<file path="config.mk">
export PLATFORM = sky130hd
export DESIGN_NAME = link_monitor
export DESIGN_NICKNAME = d
export VERILOG_FILES = /design/src/rtl/link_mon_pkg.sv /design/src/rtl/link_mon_ctrl.sv /design/src/rtl/link_mon_dp.sv /design/src/rtl/link_monitor.sv
export SDC_FILE = /design/constraint.sdc
export NUM_CORES = 1
export LEC_CHECK = 0
export BUFFER_PORTS_ARGS = -buffer_cell sky130_fd_sc_hd__buf_2
export CORE_UTILIZATION = 36
export DETAILED_ROUTE_END_ITERATION = 12
export PLACE_DENSITY = 0.73
export SLEW_MARGIN = 30
export SYNTH_ARGS = -nofsm -noshare
export SYNTH_HDL_FRONTEND = slang
export SYNTH_SLANG_ARGS = --single-unit
</file>
<file path="constraint.sdc">
create_clock -name clk -period 2.3 [get_ports clk]
set_input_delay 0 -clock clk [delete_from_list [all_inputs] [get_ports clk]]
set_output_delay 0 -clock clk [all_outputs]
set_load 0.005 [all_outputs]
</file>
<file path="src/rtl/link_mon_pkg.sv">
package link_mon_pkg;

  typedef enum logic [1:0] {
    OP_LOAD  = 2'd0,
    OP_STORE = 2'd1,
    OP_LINK  = 2'd2,
    OP_COND  = 2'd3
  } reqOp_e;

  localparam logic [1:0] SNOOP_READ = 2'd0;

  typedef enum logic {
    ST_IDLE = 1'b0,
    ST_UPG  = 1'b1
  } monState_e;

  typedef struct packed {
    logic linkSet;
    logic linkClr;
    logic cntInc;
    logic condCapture;
    logic resFire;
    logic resPass;
  } ctrlStrb_t;

endpackage

</file>
<file path="src/rtl/link_mon_ctrl.sv">
module link_mon_ctrl
  import link_mon_pkg::*;
(
  input  logic      clk,
  input  logic      rstN,
  input  logic      reqValid,
  input  logic [1:0] reqOp,
  input  logic      linkValid,
  input  logic      reqHit,
  input  logic      killHit,
  input  logic      upgGrant,
  output logic      reqReady,
  output logic      upgReq,
  output ctrlStrb_t strb
);

  monState_e stateQ, stateD;
  reqOp_e    opCode;

  assign opCode   = reqOp_e'(reqOp);
  assign reqReady = (stateQ == ST_IDLE);
  assign upgReq   = (stateQ == ST_UPG);

  always_comb begin
    stateD = stateQ;
    strb   = '0;
    unique case (stateQ)
      ST_IDLE: begin
        if (reqValid) begin
          unique case (opCode)
            OP_LINK:  strb.linkSet = 1'b1;
            OP_LOAD,
            OP_STORE: strb.cntInc = 1'b1;
            OP_COND: begin
              if (linkValid && reqHit && !killHit) begin
                strb.condCapture = 1'b1;
                stateD           = ST_UPG;
              end else begin
                strb.resFire = 1'b1;
                strb.linkClr = 1'b1;
              end
            end
            default: ;
          endcase
        end
      end
      ST_UPG: begin
        // a losing snoop or eviction outranks a grant in the same cycle
        if (killHit || !linkValid) begin
          strb.resFire = 1'b1;
          strb.linkClr = 1'b1;
          stateD       = ST_IDLE;
        end else if (upgGrant) begin
          strb.resFire = 1'b1;
          strb.resPass = 1'b1;
          strb.linkClr = 1'b1;
          stateD       = ST_IDLE;
        end
      end
      default: stateD = ST_IDLE;
    endcase
  end

  always_ff @(posedge clk) begin
    if (!rstN) stateQ <= ST_IDLE;
    else       stateQ <= stateD;
  end

endmodule

</file>
<file path="src/rtl/link_mon_dp.sv">
module link_mon_dp
  import link_mon_pkg::*;
#(
  parameter int ADDR_W  = 32,
  parameter int DATA_W  = 32,
  parameter int LINE_W  = 26,
  parameter int MAX_OPS = 16
) (
  input  logic              clk,
  input  logic              rstN,
  input  ctrlStrb_t         strb,
  input  logic [ADDR_W-1:0] reqAddr,
  input  logic [DATA_W-1:0] reqData,
  input  logic              snoopValid,
  input  logic [1:0]        snoopKind,
  input  logic [LINE_W-1:0] snoopLine,
  input  logic              evictValid,
  input  logic [LINE_W-1:0] evictLine,
  output logic              linkValid,
  output logic              reqHit,
  output logic              killHit,
  output logic [LINE_W-1:0] upgLine,
  output logic              scDone,
  output logic              scPass,
  output logic              commitEn,
  output logic [ADDR_W-1:0] commitAddr,
  output logic [DATA_W-1:0] commitData
);

  localparam int CNT_W = $clog2(MAX_OPS + 1);

  logic [LINE_W-1:0] linkLine;
  logic [LINE_W-1:0] reqLine;
  logic [CNT_W-1:0]  opCnt;
  logic [ADDR_W-1:0] condAddr;
  logic [DATA_W-1:0] condData;
  logic              snoopTake;
  logic              evictTake;

  assign reqLine   = reqAddr[ADDR_W-1 -: LINE_W];
  assign reqHit    = (reqLine == linkLine);
  assign snoopTake = snoopValid && (snoopKind != SNOOP_READ) && (snoopLine == linkLine);
  assign evictTake = evictValid && (evictLine == linkLine);
  assign killHit   = linkValid && (snoopTake || evictTake);
  assign upgLine   = linkLine;

  always_ff @(posedge clk) begin
    if (!rstN) begin
      linkValid <= 1'b0;
      linkLine  <= '0;
      opCnt     <= '0;
    end else if (strb.linkSet) begin
      linkValid <= 1'b1;
      linkLine  <= reqLine;
      opCnt     <= '0;
    end else if (strb.linkClr || killHit) begin
      linkValid <= 1'b0;
    end else if (strb.cntInc) begin
      if (opCnt == CNT_W'(MAX_OPS)) linkValid <= 1'b0;
      else                          opCnt     <= opCnt + 1'b1;
    end
  end

  always_ff @(posedge clk) begin
    if (!rstN) begin
      condAddr <= '0;
      condData <= '0;
    end else if (strb.condCapture) begin
      condAddr <= reqAddr;
      condData <= reqData;
    end
  end

  always_ff @(posedge clk) begin
    if (!rstN) begin
      scDone   <= 1'b0;
      scPass   <= 1'b0;
      commitEn <= 1'b0;
    end else begin
      scDone   <= strb.resFire;
      scPass   <= strb.resFire && strb.resPass;
      commitEn <= strb.resFire && strb.resPass;
    end
  end

  assign commitAddr = condAddr;
  assign commitData = condData;

endmodule

</file>
<file path="src/rtl/link_monitor.sv">
module link_monitor
  import link_mon_pkg::*;
#(
  parameter int ADDR_W     = 32,
  parameter int DATA_W     = 32,
  parameter int LINE_BYTES = 64,
  parameter int MAX_OPS    = 16,
  localparam int LINE_W    = ADDR_W - $clog2(LINE_BYTES)
) (
  input  logic              clk,
  input  logic              rstN,
  input  logic              reqValid,
  input  logic [1:0]        reqOp,
  input  logic [ADDR_W-1:0] reqAddr,
  input  logic [DATA_W-1:0] reqData,
  output logic              reqReady,
  input  logic              snoopValid,
  input  logic [1:0]        snoopKind,
  input  logic [LINE_W-1:0] snoopLine,
  input  logic              evictValid,
  input  logic [LINE_W-1:0] evictLine,
  output logic              upgReq,
  output logic [LINE_W-1:0] upgLine,
  input  logic              upgGrant,
  output logic              scDone,
  output logic              scPass,
  output logic              commitEn,
  output logic [ADDR_W-1:0] commitAddr,
  output logic [DATA_W-1:0] commitData
);

  ctrlStrb_t strb;
  logic      linkValid;
  logic      reqHit;
  logic      killHit;

  link_mon_ctrl u_ctrl (
    .clk       (clk),
    .rstN      (rstN),
    .reqValid  (reqValid),
    .reqOp     (reqOp),
    .linkValid (linkValid),
    .reqHit    (reqHit),
    .killHit   (killHit),
    .upgGrant  (upgGrant),
    .reqReady  (reqReady),
    .upgReq    (upgReq),
    .strb      (strb)
  );

  link_mon_dp #(
    .ADDR_W  (ADDR_W),
    .DATA_W  (DATA_W),
    .LINE_W  (LINE_W),
    .MAX_OPS (MAX_OPS)
  ) u_dp (
    .clk        (clk),
    .rstN       (rstN),
    .strb       (strb),
    .reqAddr    (reqAddr),
    .reqData    (reqData),
    .snoopValid (snoopValid),
    .snoopKind  (snoopKind),
    .snoopLine  (snoopLine),
    .evictValid (evictValid),
    .evictLine  (evictLine),
    .linkValid  (linkValid),
    .reqHit     (reqHit),
    .killHit    (killHit),
    .upgLine    (upgLine),
    .scDone     (scDone),
    .scPass     (scPass),
    .commitEn   (commitEn),
    .commitAddr (commitAddr),
    .commitData (commitData)
  );

endmodule

</file>
# --- Word-level counts from Yosys, hierarchy flattened ---
# Cells that the tools add are included.
word_totals:
  inputBits: 126
  out_inout_bits: 95
  ff_bits: 99
  elab_cells: 66
classes:
  add_sub_neg: 1
  muxes: 26
  reduce_logical: 20
  eq_ne: 7
  n_bitwise: 4
op_table:
  columns: ["operator", "n"]
  rows:
  - ["$eq 26x26->1", 3]
  - ["$mux 1", 19]
  - ["$logic_and 1x1->1", 7]
  - ["$mux 2", 3]
  - ["$pmux 1 s2", 3]
  - ["$reduce_bool 3->1", 2]
  - ["$add 5x1->5 const B", 1]
  - ["$eq 5x5->1 const B", 1]
  - ["$mux 5", 1]
  - ["$eq 2x2->1 const B", 2]
  - ["$not 1->1", 4]
  - ["$reduce_or 2->1", 2]
  - ["$logic_or 1x1->1", 3]
  - ["$reduce_and 3->1", 1]
  - ["$eq 2x1->1 const B", 1]
  - ["$logic_not 1->1", 2]
  - ["$logic_not 2->1", 1]
  - ["$reduce_and 2->1", 1]
  - ["$reduce_bool 2->1", 1]

# --- Logic depth before layout (Yosys ltp) ---
# Gate-level depths: netlist of run 1.
logic_depth:
  ltp_word: 14
  depth_mapped: 8
  ltp_nobuf: 7

# --- By module ---
# Synthesis of run 1 repeated with hierarchy kept, for this count alone.
unflattened:
  hier_cells: 468
  area_unflattened_um2: 4819.6
modules_own_cells:
  columns: ["mod", "area_each_um2", "seq_area_each_um2", "cells_each", "n_inst"]
  rows:
  - ["link_mon_dp", 4668.2, 1961.9, 453, 1]
  - ["link_mon_ctrl", 151.4, 20.0, 15, 1]

# --- Worst setup path after synthesis of run 1 ---
# No wires, ideal clock.
synth_timing:
  path_kind: "register to register"
  from: "reg u_dp.linkLine[24] (netlist: u_dp.upgLine[24])"
  to: "reg u_dp.condAddr[19] (netlist: u_dp.commitAddr[19])"
  setup_time_ns: 0.125
  required_ns: 2.175
  period_less_slack_ns: 2.058
  n_path_buf: 2
  path_stages_with_launch: 9
  arrival_time_ns: 1.933
  slack_ns: 0.242
  path_cell_list: "dfxtp_1 -> xnor2_1 -> nand4_1 -> or4_4 -> o22a_2 -> buf_6 -> clkbuf_8 -> nand4_1 -> a21oi_1"
synth_between:
  elab_chain_cells: 10
  word_cells_on_any_way: 14
  classes_between: "eq/ne: 3; mux: 4; reduce/logical: 7"
synth_rtl:
  columns: ["item", "line_no", "rtl"]
  rows:
  - ["start, declared", "link_mon_dp.sv:32", "logic [LINE_W-1:0] linkLine;"]
  - ["start signal, assigned", "link_mon_dp.sv:54", "linkLine <= reqLine;"]
  - ["$eq 26x26->1 (on tied branches)", "link_mon_dp.sv:42, link_mon_dp.sv:43", null]
  - ["$logic_and 1x1->1 (on tied branches)", "link_mon_dp.sv:42, link_mon_dp.sv:43", null]
  - ["$logic_or 1x1->1", "link_mon_dp.sv:44", "assign killHit = linkValid && (snoopTake || evictTake);"]
  - ["$logic_and 1x1->1", "link_mon_dp.sv:44", null]
  - ["$logic_not 1->1", "link_mon_ctrl.sv:35", "if (linkValid && reqHit && !killHit) begin"]
  - ["$logic_and 1x1->1 *", "link_mon_ctrl.sv:35", null]
  - ["$mux 1 *", "link_mon_ctrl.sv:35", null]
  - ["$mux 2 *", "link_mon_ctrl.sv:30", "unique case (opCode)"]
  - ["$mux 5 *", "link_mon_ctrl.sv:29", "if (reqValid) begin"]
  - ["$mux 2 *", "link_mon_ctrl.sv:27", "unique case (stateQ)"]
  - ["end signal, assigned", "link_mon_dp.sv:69", "condAddr <= reqAddr;"]
  - ["end, declared", "link_mon_dp.sv:35", "logic [ADDR_W-1:0] condAddr;"]
# Mark *: on every way between the ends. The rest lies on a longest branch, timed or not.
# A chain may end at the register's enable or synchronous reset.

# --- Worst setup path after layout of run 1 ---
layout_timing:
  from: "reg u_dp.linkLine[4] (netlist: u_dp.upgLine[4])"
  to: "reg u_dp.condAddr[9] (netlist: u_dp.commitAddr[9])"
# Same word-level chain as after synthesis.

==> key figures, run 1 <==
Logic synthesis
  – XOR/XNOR Fraction of Synth Area: 12.7%
  – Adder-cell share of the synthesized area: 0.466%
  – Cells after Synth: 586
  – Synth Area in Compound Gates: 20.0%
  – EDFF count, synth: 0
  – Mapped Nets: 714
  – Async set-reset flop share out of synthesis: 0%
  – Commonest cells in the netlist: dfxtp_1, a21oi_1, nand4_1
  – Top_reg_cell synth: dfxtp_1
  – Number of synthesized register bits: 99
  – Sequential share of the synthesized area: 36.9%
  – Synthesized cell area: 0.00537 sq mm
  – Simple-gate share of the synthesized area: 17.4%
  – Avg Cell Area, Syn: 9.17 sq um
  – Top-area cell type share of the netlist area: 36.9%
  – Yosys top cell by area: dfxtp_1
  – Most common cell in the netlist: dfxtp_1
  – Post-synthesis mux area share: 0%
  – Netlist cell types: 42
  – Largest family of logic cells by synthesized area: compound AO/OA/AOI/OAI gates
  – Top cells by area, synth: dfxtp_1, o31ai_1, nand4_1
  – Synth Warn #: 0

Worst setup path
  – Max FO, Critical Path: 10
  – Critical path depth in cells: 7
  – Crit path DAT: 2.46 ns
  – Top cell family by delay on the critical path: simple AND/OR/NAND/NOR gates
  – Worst EP required: 2.57 ns
  – CP Class: reg2reg
  – Register-to-register setup slack: 0.12 ns
  – CP Launch Point: u_dp.upgLine[4]
  – R2R Path Start: u_dp.upgLine[4]
  – CP startpoint kind: flip-flop
  – Reg2Reg Depth: 7
  – Worst setup endpoint: u_dp.commitAddr[9]
  – Bufs and invs on worst path: 1
  – R2R Path End: u_dp.commitAddr[9]
  – Worst path slowest cell: or4_4
  – Crit-path cells: xnor2_1, nand4_1, or4_4, o22ai_4, buf_4, o31ai_1, a21oi_1
  – Crit-path max cell delay: 0.55 ns
  – Setup crit end kind: flip-flop

Floorplanning
  – Initial core utilization: 37.0%
  – Num ports: 221
  – Die Wd: 124 microns
  – Num rows: 44
  – Core area: 0.0145 sq mm
  – Die height: 124 microns
  – DIE AREA: 0.0154 sq mm

STA
  – Final hold vios: 0
  – Fin crit share: 94.9%
  – Setup TNS: 0 ns
  – Post-route clock skew: 0.0118 ns
  – Rel. slew slack: 55.5%
  – Slew Limit Fails: 0
  – Crit path time final: 2.18 ns
  – Peak Freq: 0.458 GHz
  – Worst Tran Pin Value: 0.667 ns
  – Final setup violation count: 0
  – RSZ-0062 raised after global routing: no

Power and ir drop
  – VDD IR max: 342 uV
  – Lkg Pwr: 2.97 nW
  – Pwr Density: 504 mW/mm^2
  – Sw Share: 24.8%
  – Tot Pwr: 3.71 mW
  – Clock power share: 38.7%
  – Sequential fraction of design power: 47.4%
  – Logic pwr share: 14.0%
  – Psw: 0.921 mW
  – Int Pwr: 2.79 mW

Worst hold path
  – HP Class: in2reg
  – WHS Path Cells: 4

Final layout
  – Fin cells: 1044
  – Cell area after layout: 0.00737 sq mm
  – Nets: 983
  – Layout cells sized above 1: 32.8%
  – N_diodes: 0
  – P&R area growth vs syn: 37.2%

Place
  – IO Port Bufs: 220
  – Dpl cells: 962
  – DP Area: 0.00641 sq mm
  – Post-DP HPWL: 12500 microns
  – Placer Congestion: 0.891

Status
  – Run status: completed

Global route
  – First-pass GRT wire length: 27300 microns
  – Gr busiest metal: met2
  – Met3 Resource Use GR: 5.72%
  – Initial antenna violation count: 0
  – Overflow after GRT: 0
  – Number of global-route vias before repair: 5137
  – All-Layer GR Usage: 23.2%
  – Largest net degree at the start of global routing: 67
  – GR Layer Usage met1: 29.4%
  – Met2 usage: 38.2%

Clocking
  – CTS Buffer Depth: 2
  – Post-CTS Setup Bufs: 0
  – Total CTS buffers: 9
  – CTS tree: yes
  – Clock sink count: 99
  – CTS clk-pin slew, worst paths: 0.07 ns
  – Clk_lat worst skew: 0.35 ns
  – H-tree depth: 3
  – Root Buffer: clkbuf_16

Detailed routing
  – Routed wire length: 18100 microns
  – 1st-iter DRT viols: 404
  – WL/cell: 17.4 microns
  – First drt pass iteration count: 5
  – Antenna-violating nets left: 0
  – Routed vias/inst: 5.40
  – DRC Markers: 0
  – DR vias: 5635

Flow run
  – MaxCap Viol Count: 0
power by group through the flow:
stage / Combinational [mW] / Clock [mW] / Sequential [mW]
5_1_grt: 0.559 / 1.54 / 1.76
4_1_cts: 0.510 / 1.48 / 1.76
6_report: 0.518 / 1.44 / 1.76
3_3_place_gp: 0.422 / 0 / 1.80
3_5_place_dp: 0.421 / 0 / 1.80
2_1_floorplan: 0.221 / 0 / 1.80
cell type report:
type | count | area [sq um]
inverters | 6 | 22.5
clock inverters | 1 | 7.51
clock buffers | 15 | 268
well taps | 184 | 230
repair buffers | 316 | 2100
flip-flops and latches | 99 | 1990
fillers | 1394 | 7160
multi-input cells | 423 | 2750
worst min-delay path by stage:
stage	from	endpoint	slack [ns]
2_1_floorplan	reqAddr[6]	u_dp.upgLine[0]	0.13
3_3_place_gp	reqAddr[8]	u_dp.upgLine[2]	0.27
3_5_place_dp	upgGrant	u_dp.scPass	0.27
4_1_cts	reqValid	u_dp.linkValid	0.16
5_1_grt	reqValid	u_dp.linkValid	0.22
6_report	reqValid	u_dp.linkValid	0.18
tightest hold or removal path, delay by kind of cell:
kind,cells,cell delay (ns)
AO/OA/AOI/OAI,2,0.25
buffers and inverters,1,0.12
AND/OR/NAND/NOR,1,0.11
logic make-up after synthesis:
family | Yosys count
adders and majority gates | 2
xor gates and xnor gates | 78
AOI/OAI and AO/OA | 173
and+or+nand+nor | 170
DFF | 99
buffers and inverters | 64
metrics by stage:
stage	util [%]	worst slack, ns	hold WS, ns
floorplan	-	0.242	0.133
global placement	44.1	0.0237	0.274
detailed placement	44.1	0.00464	0.274
CTS	50.6	0.0261	0.159
global route	50.7	0.00689	0.219
finish	50.7	0.117	0.182
repair_timing:
item | CTS | global route
hold endpoints to repair | 94 | 0
pin swaps | 0 | 1
gates cloned | 0 | 0
hold buffers | 66 | 0
endpoints found under the setup margin | 7 | 64
gates resized for setup | 1 | 7
registers in the layout, summed over array words and instances (netlist names):
signal and flops:
u_dp.scPass 1, u_dp.linkValid 1, u_dp.opCnt 5, u_dp.upgLine 26, u_dp.commitData 32, u_dp.commitAddr 32
u_dp.scDone 1, u_ctrl.upgReq 1
cells in the final DEF (no fill, tap or decap), types with 2 or more instances in the layout:
cell,synthesis,routed
nor4_1,9,8
inv_2,0,2
nand4_1,77,77
or4_1,3,3
dlygate4sd3_1,2,66
nand2_1,56,56
nor2_1,2,2
buf_2,3,220
nand3_1,7,6
dfxtp_2,0,7
nand2b_1,2,2
o31ai_1,68,68
a21oi_1,95,95
nor3_1,2,2
clkbuf_1,8,4
inv_1,6,4
o21ai_0,2,2
buf_12,0,9
xnor2_1,52,51
buf_4,1,21
clkbuf_8,34,2
clkbuf_16,0,9
ha_1,2,2
xor2_1,26,26
dfxtp_1,99,92
per-layer routing:
layer  part of all wire (%)  vias to the layer above  routed length, microns
li1                       -                     2712                       -
met1                     41                     2618                    7520
met2                     48                      276                    8730
met3                    8.2                       29                    1490
met4                    2.2                        0                     395
met5                      0                        -                       0
Power figures use the tool's default switching activity.
==> inputs of run 2 (changes only) <==
CAP_MARGIN = 5   (was not set)
CORE_ASPECT_RATIO = 0.5   (was not set)
==> run 2 against run 1 <==
  * Clock skew grew 0.0010 ns
  * Clock power grew 6%
  * Utilization grew 0.72 points
  * Via count grew 4.3%
  * Critical path depth grew 2
  * Register-to-register slack lost 0.03 ns
  * Final cell count grew 1.9%
  * Clock-buffer cell count shrank 6
  * Power grew 2.7%
==> key figures, run 2 (same netlist as run 1, synthesis figures left out) <==
STA
  – Peak Freq: 0.451 GHz
  – Fin crit share: 96.4%
  – Crit path time final: 2.22 ns
  – Post-route clock skew: 0.0128 ns
  – Final setup violation count: 0
  – Slew Limit Fails: 0
  – Rel. slew slack: 55.0%
  – Worst Tran Pin Value: 0.676 ns
  – Final hold vios: 0

Power and ir drop
  – Psw: 0.971 mW
  – Logic pwr share: 14.0%
  – Sequential fraction of design power: 46.1%
  – Lkg Pwr: 3.02 nW
  – Sw Share: 25.5%
  – Pwr Density: 511 mW/mm^2
  – VDD IR max: 331 uV
  – Clock power share: 39.8%
  – Int Pwr: 2.84 mW
  – Tot Pwr: 3.81 mW

Worst setup path
  – Crit-path cells: xor2_1, nor4_2, buf_4, nand3_1, o22ai_4, buf_4, clkbuf_16, o31ai_1, a21oi_1
  – Setup crit end kind: flip-flop
  – Max FO, Critical Path: 19
  – Worst path slowest cell: dfxtp_1
  – CP most frequent cell: buf_4
  – CP Launch Point: u_dp.upgLine[20]
  – Crit-path max cell delay: 0.48 ns
  – CP startpoint kind: flip-flop
  – R2R Path Start: u_dp.upgLine[20]
  – Crit path DAT: 2.49 ns
  – Worst EP required: 2.58 ns
  – CP Class: reg2reg

Floorplanning
  – Die height: 88.4 microns
  – Initial core utilization: 37.0%
  – Num rows: 31
  – Core area: 0.0145 sq mm
  – Die Wd: 175 microns
  – Num ports: 221
  – DIE AREA: 0.0154 sq mm

Status
  – Run status: completed

Detailed routing
  – DRC Markers: 0
  – First drt pass iteration count: 5
  – WL/cell: 17.7 microns
  – 1st-iter DRT viols: 528
  – Routed wire length: 18800 microns
  – Antenna-violating nets left: 0
  – Routed vias/inst: 5.52
  – DR vias: 5875

Final layout
  – Commonest non-fill, non-tap cell in the layout: buf_2
  – Most frequent cells in the layout: buf_2, a21oi_1, dfxtp_1, nand4_1, o31ai_1
  – N_diodes: 0
  – P&R area growth vs syn: 38.9%
  – Nets: 990
  – Fin cells: 1064
  – Layout cells sized above 1: 34.8%

Worst hold path
  – Worst Min Path Start: reqValid
  – HP Class: in2reg

Clocking
  – CTS clk-pin slew, worst paths: 0.07 ns
  – H-tree depth: 3
  – Root Buffer: clkbuf_16
  – Clk_lat worst skew: 0.35 ns
  – CTS Buffer Depth: 2
  – Total CTS buffers: 9
  – Clock sink count: 99
  – CTS tree: yes

Flow run
  – MaxCap Viol Count: 0

Place
  – Post-DP HPWL: 12500 microns
  – Placer Congestion: 0.856
  – Dpl cells: 979
  – IO Port Bufs: 220

Global route
  – Overflow after GRT: 0
  – Largest net degree at the start of global routing: 77
  – GR Layer Usage met1: 29.9%
  – Gr busiest metal: met2
  – First-pass GRT wire length: 27600 microns
  – All-Layer GR Usage: 22.8%
  – Number of global-route vias before repair: 5150
  – Met3 Resource Use GR: 4.47%
  – Met2 usage: 37.8%
  – Initial antenna violation count: 1
-- run 2: cell count changes in the layout (fill, tap and decap cells not counted), sizes merged --
cell    change
buf         +6
clkbuf      -5
clkinv      +3
bufinv      +1
inv         +1
-- run 2: per-stage QoR --
step                      setup slack, ns  hold slack [ns]  util, %  instance area [sq um]  setup TNS (ns)
final                              0.0826            0.198     51.4                   7460               0
after global routing              -0.0207            0.195     51.4                   7460         -0.0246
after CTS                        -0.00404            0.185     50.6                   7350        -0.00404
after detailed placement          -0.0285            0.253     44.0                   6390          -0.174
after global placement           -0.00932            0.257     44.0                   6390         -0.0323
after floorplan                     0.242            0.133        -                   5370               0
-- run 2: area by class of cell --
cell class,count,area (sq um)
Fill cell,1345,7050
Timing Repair Buffer,323,2120
Clock inverter,6,65.1
Inverter,6,22.5
Multi-Input combinational cell,423,2780
Tap cell,198,248
Clock buffer,9,225
Sequential cell,99,2000
-- run 2: per-layer routing --
layer  share of wire (%)  wire, microns
met2                  47           8850
met4                 3.0            566
met1                  43           8170
met5                   0              0
met3                 6.4           1210
-- run 2: final timing paths --
| kind | endpoint | slack [ns] | cells after the start |
|---|---|---|---|
| worst max-delay path | u_dp.commitAddr[1] | 0.08 | 9 |
| worst min-delay path | u_dp.linkValid | 0.20 | 4 |
| worst max register to register | u_dp.commitAddr[1] | 0.08 | 9 |
| worst min register to register | u_dp.commitAddr[8] | 0.46 | 2 |
-- run 2: critical path: cells and delay by family (launching register included) --
kind,cells,cell delay (ns)
buf+inv,3,0.52
flops,1,0.48
compound gates,3,0.43
xor+xnor,1,0.13
simple gates,2,0.57
-- run 2: power groups by stage --
stage / Clock, mW / Combinational, mW / Sequential [mW]
floorplan: 0 / 0.221 / 1.80
global placement: 0 / 0.420 / 1.80
detailed placement: 0 / 0.426 / 1.80
CTS: 1.55 / 0.517 / 1.76
global route: 1.63 / 0.566 / 1.76
finish: 1.52 / 0.535 / 1.76
-- run 2: repair_timing --
item / CTS / global route
gates cloned: 0 / 1
gates resized for setup: 1 / 20
endpoints found under the setup margin: 63 / 64
pin swaps: 0 / 5
hold buffers: 66 / 0
buffers inserted: 0 / 3
endpoints found under the hold margin: 93 / 0
==> inputs of run 3 (changes only) <==
ABC_AREA = 1   (was not set)
PLACE_DENSITY = 0.72   (was 0.73)
==> run 3 against run 2 <==
  * Final cell count up 27%
  * Synthesized area is 2.2% higher
  * Via count grew 11%
  * First-iteration DRC count is 10% lower
  * Sequential cell count unchanged
  * Power grew 8.0%
  * Hold slack lost 0.17 ns
  * Combinational power rose by 32%
  * Clock power up 7%
  * Clock skew about the same
  * Register-to-register slack improved by 0.05 ns
  * Non-clock buffer count fell by 26
==> key figures, run 3 <==
Final layout
  – P&R area growth vs syn: 41.7%
  – Register area: 0.00201 sq mm
  – Layout cells sized above 1: 25.6%
  – Fin cells: 1356
  – Cell area after layout: 0.00778 sq mm
  – Multi-input gate area: 0.00267 sq mm
  – Most frequent cells in the layout: nand2_1, buf_2, inv_1, a21oi_1, dfxtp_1
  – FILL cells: 1476
  – Nets: 1280
  – Commonest non-fill, non-tap cell in the layout: nand2_1

Logic synthesis
  – Async set-reset flop share out of synthesis: 0%
  – Sequential share of the synthesized area: 36.1%
  – EDFF count, synth: 0
  – Synth Warn #: 0
  – Top_reg_cell synth: dfxtp_1
  – Netlist cell types: 30
  – Top cells by area, synth: dfxtp_1, nand2_1, inv_1
  – Synthesized cell area: 0.00549 sq mm
  – Mapped Nets: 1001
  – Commonest cells in the netlist: nand2_1, inv_1, dfxtp_1
  – Most common cell in the netlist: nand2_1
  – Cells after Synth: 873
  – Top-area cell type share of the netlist area: 36.1%
  – Number of synthesized register bits: 99
  – Yosys top cell by area: dfxtp_1
  – Avg Cell Area, Syn: 6.29 sq um

Detailed routing
  – Antenna-violating nets left: 0
  – DRC Markers: 0
  – 1st-iter DRT viols: 475
  – Routed wire length: 21500 microns
  – DR vias: 6522
  – Routed vias/inst: 4.81
  – WL/cell: 15.9 microns
  – First drt pass iteration count: 5

Global route
  – Number of global-route vias before repair: 5838
  – Initial antenna violation count: 1
  – Largest net degree at the start of global routing: 58
  – All-Layer GR Usage: 26.1%
  – Overflow after GRT: 0
  – First-pass GRT wire length: 30900 microns

Worst hold path
  – WHS Path Cells: 3
  – HP Class: in2reg
  – Hold Path End: u_dp.upgLine[9]
  – Worst Min Path Start: reqAddr[15]

Floorplanning
  – DIE AREA: 0.0158 sq mm
  – Die height: 89.3 microns
  – Initial core utilization: 37.5%
  – Die Wd: 177 microns
  – Num rows: 31
  – Core area: 0.0147 sq mm
  – Num ports: 221

Clocking
  – Root Buffer: clkbuf_16
  – CTS clk-pin slew, worst paths: 0.08 ns
  – Clk_lat worst skew: 0.36 ns
  – Clock sink count: 99
  – CTS Buffer Depth: 2
  – Total CTS buffers: 9
  – H-tree depth: 3
  – CTS tree: yes

STA
  – Final setup violation count: 0
  – Peak Freq: 0.461 GHz
  – Setup TNS: 0 ns
  – Worst Tran Pin Value: 0.522 ns
  – Fin crit share: 94.3%
  – RSZ-0062 raised after global routing: yes
  – Crit path time final: 2.17 ns
  – Post-route clock skew: 0.0131 ns
  – Final worst setup slack: 0.132 ns
  – Slew Limit Fails: 0
  – Rel. slew slack: 65.2%
  – Final hold vios: 0

Worst setup path
  – Max FO, Critical Path: 38
  – R2R Path Start: u_dp.upgLine[14]
  – Crit path DAT: 2.40 ns
  – Reg2Reg Depth: 12
  – Register-to-register setup slack: 0.13 ns
  – R2R Path End: u_dp.commitAddr[23]
  – CP startpoint kind: flip-flop
  – Worst EP required: 2.53 ns
  – Setup crit end kind: flip-flop
  – CP Class: reg2reg

Place
  – Dpl cells: 1272
  – Post-place setup slack: 0.0807 ns
  – Placer Congestion: 0.974
  – Post-DP HPWL: 16200 microns
  – DP Area: 0.00675 sq mm
  – IO Port Bufs: 220

Power and ir drop
  – Lkg Pwr: 3.91 nW
  – Pwr Density: 529 mW/mm^2
  – Tot Pwr: 4.12 mW
  – VDD IR max: 371 uV

Flow run
  – MaxCap Viol Count: 0

Status
  – Run status: completed
-- run 3: changes by cell type after synthesis, sizes merged, moves of 9 or more --
cell / before / now
clkbuf: 42 / 16
nand4: 77 / 19
xnor2: 52 / 20
o21ai: 2 / 101
nor2: 2 / 71
xor2: 26 / 1
o31ai: 68 / 0
nand2: 56 / 235
nor4: 9 / 0
inv: 6 / 175
-- run 3: cells by family (layout without fill, tap and decap cells) --
kind of cell | count (synthesis) | count (layout) | share of synthesized area [%]
AO/OA/AOI/OAI | 198 | 198 | 18.2
XOR/XNOR | 21 | 21 | 3.35
adder cells (fa/ha/maj) | 2 | 2 | 0.456
buffers and inverters | 205 | 488 | 15.9
flip-flops | 99 | 99 | 36.1
other | 0 | 1 | 0
AND/OR/NAND/NOR | 348 | 349 | 26.0
-- run 3: what timing repair did --
action / 4_1_cts / 5_1_grt
gates resized for setup: 0 / 23
setup buffers: 0 / 3
hold buffers: 62 / 0
setup endpoints to repair: 0 / 71
endpoints found under the hold margin: 76 / 0
-- run 3: per-layer routing --
metal / vias up / wire length (microns) / track usage (%)
li1: 3275 / - / -
met1: 2929 / 9420 / 34.3
met2: 268 / 9600 / 42.7
met3: 50 / 1950 / 4.93
met4: 0 / 575 / 10.0
met5: - / 0 / 0
-- run 3: how the worst max path moves through the flow --
stage                           to             start  cells after the start
5_1_grt        u_dp.commitAddr[23]  u_dp.upgLine[17]                     13
3_3_place_gp   u_dp.commitAddr[17]  u_dp.upgLine[16]                     13
3_5_place_dp   u_dp.commitAddr[21]  u_dp.upgLine[17]                     13
2_1_floorplan  u_dp.commitAddr[23]  u_dp.upgLine[21]                     14
4_1_cts        u_dp.commitData[27]  u_dp.upgLine[17]                     13
6_report       u_dp.commitAddr[23]  u_dp.upgLine[14]                     12
-- run 3: through the flow --
step / util (%) / hold slack (ns)
finish: 53.1 / 0.0274
floorplan: - / 0.135
global placement: 46.0 / 0.263
detailed placement: 46.0 / 0.270
CTS: 52.4 / 0.000561
global route: 53.1 / 0.0300
-- run 3: worst max-delay path, stage by stage, from the launching register on --
cell	delay, ns
dfxtp_1	0.44
inv_1	0.09
nand2_1	0.06
nand2_1	0.18
nand3b_1	0.16
nor3_2	0.07
nand2_1	0.08
nand2_2	0.08
nor2_4	0.19
nand3_4	0.19
buf_12	0.23
o21ai_1	0.18
a21oi_1	0.08
-- run 3: layout make-up --
type	count	area share, %
multi-input combinational	570	34.3
sequential	99	25.8
timing repair buffer	297	24.3
inverter	175	8.44
tap	198	3.18
clock buffer	9	2.89
clock inverter	7	1.09
antenna	1	0.0322
-- run 3: power breakdown --
group          internal [mW]  switching (mW)  leakage (nW)
Clock                  0.867           0.751         0.155
Combinational          0.306           0.400          2.95
Sequential              1.74          0.0502         0.809
